**src/rtl/dpot_pkg.sv**
```systemverilog
package dpot_pkg;
  typedef enum logic [2:0] {
    OP_RD_WIP = 3'd0,
    OP_WR_WIP = 3'd1,
    OP_RD_PRE = 3'd2,
    OP_WR_PRE = 3'd3,
    OP_LOAD   = 3'd4,
    OP_SAVE   = 3'd5,
    OP_UP     = 3'd6,
    OP_DOWN   = 3'd7
  } dpot_op_e;
endpackage

```
**src/rtl/dpot_channel.sv**
```systemverilog
module dpot_channel
  import dpot_pkg::*;
#(
  parameter int W    = 8,
  parameter int NREG = 4,
  parameter int INIT = 128,
  localparam int RB  = $clog2(NREG)
) (
  input  logic              clk,
  input  logic              rst,
  input  logic              por,
  input  logic              sel,
  input  dpot_op_e          op,
  input  logic [RB-1:0]     regsel,
  input  logic [W-1:0]      wdata,
  input  logic              wp_n,
  output logic [W-1:0]      wip,
  output logic [NREG*W-1:0] presets,
  output logic              refused
);
  localparam logic [W-1:0] MAXV = {W{1'b1}};
  localparam logic [W-1:0] INITV = W'(INIT);

  logic [W-1:0] dr [NREG];
  logic         pre_cmd, pre_wr;
  logic [W-1:0] pre_val;

  assign pre_cmd = sel && (op == OP_WR_PRE || op == OP_SAVE);
  assign pre_wr  = pre_cmd && wp_n;
  assign refused = pre_cmd && !wp_n;
  assign pre_val = (op == OP_SAVE) ? wip : wdata;

  // preset storage: only power-on reset touches it
  always_ff @(posedge clk) begin
    if (por) begin
      for (int i = 0; i < NREG; i++) dr[i] <= INITV;
    end else if (pre_wr) begin
      dr[regsel] <= pre_val;
    end
  end

  always_ff @(posedge clk) begin
    if (por) begin
      wip <= INITV;
    end else if (rst) begin
      wip <= dr[0];
    end else if (sel) begin
      case (op)
        OP_WR_WIP: wip <= wdata;
        OP_LOAD:   wip <= dr[regsel];
        OP_UP:     if (wip != MAXV) wip <= wip + 1'b1;
        OP_DOWN:   if (wip != '0) wip <= wip - 1'b1;
        default:   wip <= wip;
      endcase
    end
  end

  for (genvar i = 0; i < NREG; i++) begin : g_flat
    assign presets[i*W +: W] = dr[i];
  end
endmodule

```
**src/rtl/dpot_tapdec.sv**
```systemverilog
module dpot_tapdec #(
  parameter int W    = 8,
  localparam int TAPS = 1 << W
) (
  input  logic            clk,
  input  logic [W-1:0]    wip,
  output logic [TAPS-1:0] tap
);
  always_ff @(posedge clk) begin
    tap      <= '0;
    tap[wip] <= 1'b1;
  end
endmodule

```
**src/rtl/dual_pot_regbank.sv**
```systemverilog
module dual_pot_regbank
  import dpot_pkg::*;
#(
  parameter int W    = 8,
  parameter int NREG = 4,
  parameter int NCH  = 2,
  parameter int PRESET_INIT = 128,
  localparam int RB   = $clog2(NREG),
  localparam int CB   = (NCH > 1) ? $clog2(NCH) : 1,
  localparam int TAPS = 1 << W
) (
  input  logic                clk,
  input  logic                rst,
  input  logic                por,
  input  logic                cmd_vld,
  input  logic [2:0]          cmd_op,
  input  logic [CB-1:0]       cmd_ch,
  input  logic [RB-1:0]       cmd_reg,
  input  logic [W-1:0]        cmd_wdata,
  input  logic                wp_n,
  output logic                ack,
  output logic                rd_vld,
  output logic [W-1:0]        rd_data,
  output logic                prot_err,
  output logic [NCH*TAPS-1:0] tap_sel
);
  dpot_op_e              op;
  logic [NCH*W-1:0]      wip_all;
  logic [NCH*NREG*W-1:0] pre_all;
  logic [NCH-1:0]        refused_all;
  logic                  is_read;

  assign op      = dpot_op_e'(cmd_op);
  assign is_read = cmd_vld && (op == OP_RD_WIP || op == OP_RD_PRE);

  for (genvar c = 0; c < NCH; c++) begin : g_ch
    dpot_channel #(.W(W), .NREG(NREG), .INIT(PRESET_INIT)) u_ch (
      .clk     (clk),
      .rst     (rst),
      .por     (por),
      .sel     (cmd_vld && (cmd_ch == CB'(c))),
      .op      (op),
      .regsel  (cmd_reg),
      .wdata   (cmd_wdata),
      .wp_n    (wp_n),
      .wip     (wip_all[c*W +: W]),
      .presets (pre_all[c*NREG*W +: NREG*W]),
      .refused (refused_all[c])
    );
    dpot_tapdec #(.W(W)) u_dec (
      .clk (clk),
      .wip (wip_all[c*W +: W]),
      .tap (tap_sel[c*TAPS +: TAPS])
    );
  end

  always_ff @(posedge clk) begin
    if (rst || por) begin
      ack      <= 1'b0;
      rd_vld   <= 1'b0;
      rd_data  <= '0;
      prot_err <= 1'b0;
    end else begin
      ack    <= cmd_vld;
      rd_vld <= is_read;
      if (is_read) begin
        if (op == OP_RD_WIP)
          rd_data <= wip_all[int'(cmd_ch)*W +: W];
        else
          rd_data <= pre_all[(int'(cmd_ch)*NREG + int'(cmd_reg))*W +: W];
      end
      if (|refused_all)  prot_err <= 1'b1;
      else if (is_read)  prot_err <= 1'b0;
    end
  end
endmodule

```
**config.mk**
```make
export PLATFORM = sky130hd
export DESIGN_NAME = dual_pot_regbank
export DESIGN_NICKNAME = d
export VERILOG_FILES = /design/src/rtl/dpot_pkg.sv /design/src/rtl/dpot_channel.sv /design/src/rtl/dpot_tapdec.sv /design/src/rtl/dual_pot_regbank.sv
export SDC_FILE = /design/constraint.sdc
export NUM_CORES = 1
export LEC_CHECK = 0
export BUFFER_PORTS_ARGS = -buffer_cell sky130_fd_sc_hd__buf_4
export CORE_AREA = 3 3 209 211
export CTS_CLUSTER_DIAMETER = 60
export CTS_CLUSTER_SIZE = 28
export DETAILED_ROUTE_END_ITERATION = 8
export DIE_AREA = 0 0 212 214
export PLACE_DENSITY = 0.78
export SLEW_MARGIN = 20
export SYNTH_ARGS = -nofsm -noshare
export SYNTH_HDL_FRONTEND = slang
export SYNTH_SLANG_ARGS = --single-unit
```
**constraint.sdc**
```tcl
create_clock -name clk -period 2.67 [get_ports clk]
set_input_delay 0.4005 -clock clk [delete_from_list [all_inputs] [get_ports clk]]
set_output_delay 0.4005 -clock clk [all_outputs]
set_load 0.01 [all_outputs]
```
==> flow_summary_export.csv <==
group,metric,value,unit
status,status,"finished clean",
critical_path,crit_arrival,2.80,ns
timing,slew_violations,0,
global_routing,groute.usage.overall,26.2,%
clocking,tritoncts,"built",
layout,multi_input_area,4840,um^2
layout,fin_util,57.4,%
yosys,ys_ff_latch,603,
route,vias,14600,
layout,drive_gt1_share,31.7,%
route,via_per_inst,5.27,
timing,period_needed,2.35,ns
critical_path,crit_required,3.11,ns
floorplanning,ios,542,
timing,setup_tns,0,ns
route,routed_wl,61900,um
layout,fin_nets,2236,
clocking,cts.sinks,603,
global_routing,grt_busiest_layer,"met2",
yosys,synth-seq-area-share,70.2,%
timing,hold_viol,0,
route,drt_iter0_markers,1843,
place,place_congestion,0.898,
global_routing,grt_first_pass_wirelength,90100,um
yosys,avgSynthCellArea,10.8,um^2
global_routing,grt-ovfl-total,0,
floorplanning,num_rows,75,
run,maxCapViolCount,0,
global_routing,grt_use_met2,45.6,%
route,antenna_left,0,
power_and_ir_drop,p_leak,10.2,nW
critical_path,cp_max_fo,11,
floorplanning,initial_core_util,43.1,%
timing,hold_slack,0.163,ns
critical_path,rr_worst_depth,7,
timing,rsz0062_at_grt,"false",
timing,setup_ws,0.316,ns
clocking,cts_buffers,36,
power_and_ir_drop,peakVddDrop,665,uV
global_routing,grt_antenna_before_repair,0,
floorplanning,die_w,212,um
power_and_ir_drop,power,16.3,mW
yosys,synth_nets,1704,
clocking,cts-resized-gates,0,
yosys,syn_inst,1677,
place,io_buffer_count,541,
worst_hold_path,hold_depth,4,
clocking,post_cts_buffers,0,
power_and_ir_drop,p_per_area,679,nW/um^2
yosys,yosysUniqueCellTypes,61,
timing,fin_crit_sh,88.1,%
place,dp_hpwl,45400,um
critical_path,critical_path_class,"register to register",
clocking,postCtsHoldBufs,0,
worst_hold_path,worstHoldPathType,"input port to register",
place,place_ws,0.0568,ns
layout,antenna_cells,0,
yosys,yosys_most_used_dff,"dfxtp_1",
timing,worst_pin_slew,0.999,ns
floorplanning,core,41900,um^2
global_routing,grt_pass1_vias,14000,
timing,max_freq,425,MHz
critical_path,r2r_setup_slack,0.32,ns
clocking,clock_path_buffers,3,
clocking,htree_levels,2,
clocking,clkTransAtPathRegs,0.10,ns
route,drt_first_pass_iters,5,
global_routing,met1_usage,30.1,%
clocking,clock_latency,0.58,ns
yosys,synth-async-reset-ratio,0,%
floorplanning,die_y,214,um
global_routing,grt_util_met3,5.74,%
route,drc_errors,0,
global_routing,grt_max_degree,29,
timing,setup_viol,0,
critical_path,endpoint_kind,"register",
floorplanning,design.die.area,45400,um^2
yosys,yosysWarnings,0,
route,drt-wirelength-per-cell,22.4,um
critical_path,start_kind,"register",
timing,finClkSkew,0.0335,ns
yosys,synth-edff-count,64,
layout,fillCellCount,3380,
layout,syn2layout_area_growth,33.0,%
layout,area.sequential,12700,um^2
yosys,syn_area,18100,um^2
clocking,clockRootBuffer,"clkbuf_16",
timing,max_slew_margin,33.2,%
## state kept, by name (all words and copies together) (netlist names)
| name | flops |
|---|---|
| prot_err | 1 |
| g_ch.u_ch.dr | 64 |
| ack | 1 |
| g_ch.u_ch.wip | 16 |
| rd_data | 8 |
| g_ch.u_dec.tap | 512 |
| rd_vld | 1 |
## logic make-up after synthesis
| kind of cell | Yosys count | synth area share, % |
|---|---|---|
| mux | 28 | 3.21 |
| buf+inv | 127 | 3.03 |
| simple gates | 761 | 17.1 |
| compound gates | 133 | 5.10 |
| fa+ha+maj | 8 | 0.553 |
| flops | 603 | 70.2 |
| xor+xnor | 17 | 0.823 |
## area by class of cell
| type | instances | area share (%) |
|---|---|---|
| clock buffers | 38 | 3.90 |
| clock inverters | 17 | 1.15 |
| inverters | 9 | 0.140 |
| multi-input cells | 947 | 20.1 |
| flip-flops and latches | 603 | 52.8 |
| well taps | 539 | 2.80 |
| repair buffers | 612 | 19.1 |
## worst paths after layout
path	startpoint	end
worst min register to register	rd_data[2]	rd_data[2]
worst max register to register	g_ch[0].u_ch.wip[3]	g_ch[0].u_ch.wip[6]
worst max-delay path	g_ch[0].u_ch.wip[3]	g_ch[0].u_ch.wip[6]
worst min-delay path	wp_n	prot_err
## layer usage
layer | share of wire (%) | vias to the layer above
li1 | - | 6476
met1 | 37 | 7150
met2 | 50 | 750
met3 | 7.9 | 195
met4 | 5.5 | 0
met5 | 0 | -
## Yosys cell counts (all sizes together), types with 4 or more instances
cell / number / area (um^2)
ha: 8 / 100
nand4: 7 / 50.1
buf: 33 / 195
a211oi: 5 / 37.5
nand3: 32 / 160
nor2b: 25 / 156
nand2b: 10 / 62.6
a31oi: 5 / 46.3
mux2i: 4 / 40.0
a31o: 4 / 35.0
a21oi: 39 / 199
o211ai: 7 / 57.6
inv: 8 / 30.0
clkbuf: 85 / 319
nor3: 10 / 55.1
nand2: 61 / 229
a21o: 4 / 30.0
or3: 8 / 50.1
a221oi: 7 / 61.3
xor2: 8 / 70.1
mux4: 24 / 541
xnor2: 9 / 78.8
a22o: 8 / 70.1
edfxtp: 64 / 1920
nor2: 595 / 2230
dfxtp: 539 / 10800
o21ai: 26 / 141
## power breakdown
group	internal, mW	switching [mW]	total (mW)
clock	2.91	3.21	6.12
sequential	9.22	0.0756	9.30
combinational	0.303	0.622	0.925
## worst max-delay path, cell delays in order, from the launching register on
cell      delay (ns)
dfxtp_1         0.66
ha_1            0.40
o31a_1          0.14
o41ai_1         0.30
mux2i_1         0.24
o221ai_1        0.13
a211oi_1        0.28
nor2_1          0.08
## stage by stage
| stage | cells | instance area (um^2) |
|---|---|---|
| after floorplan | 1677 | 18100 |
| after detailed placement | 2710 | 22900 |
| after CTS | 2765 | 24100 |
| final | 2765 | 24100 |
| after global placement | 2710 | 22900 |
| after global routing | 2765 | 24100 |
## cells in the final DEF (no fill, tap or decap), types with 7 or more instances in the layout
cell type | synthesis | routed
nor3_1 | 9 | 9
a22o_1 | 8 | 8
edfxtp_1 | 64 | 64
or3_1 | 8 | 8
o21ai_0 | 24 | 24
xor2_1 | 8 | 8
nand2b_1 | 10 | 10
a21oi_1 | 38 | 38
a221oi_1 | 7 | 7
dfxtp_1 | 539 | 539
ha_1 | 8 | 8
nand2_1 | 61 | 61
mux4_2 | 24 | 24
nand3_1 | 32 | 32
clkbuf_16 | 0 | 37
inv_1 | 8 | 8
nor2_1 | 595 | 595
buf_4 | 2 | 612
xnor2_1 | 9 | 9
nor2b_1 | 25 | 25
Power figures use the tool's default switching activity.
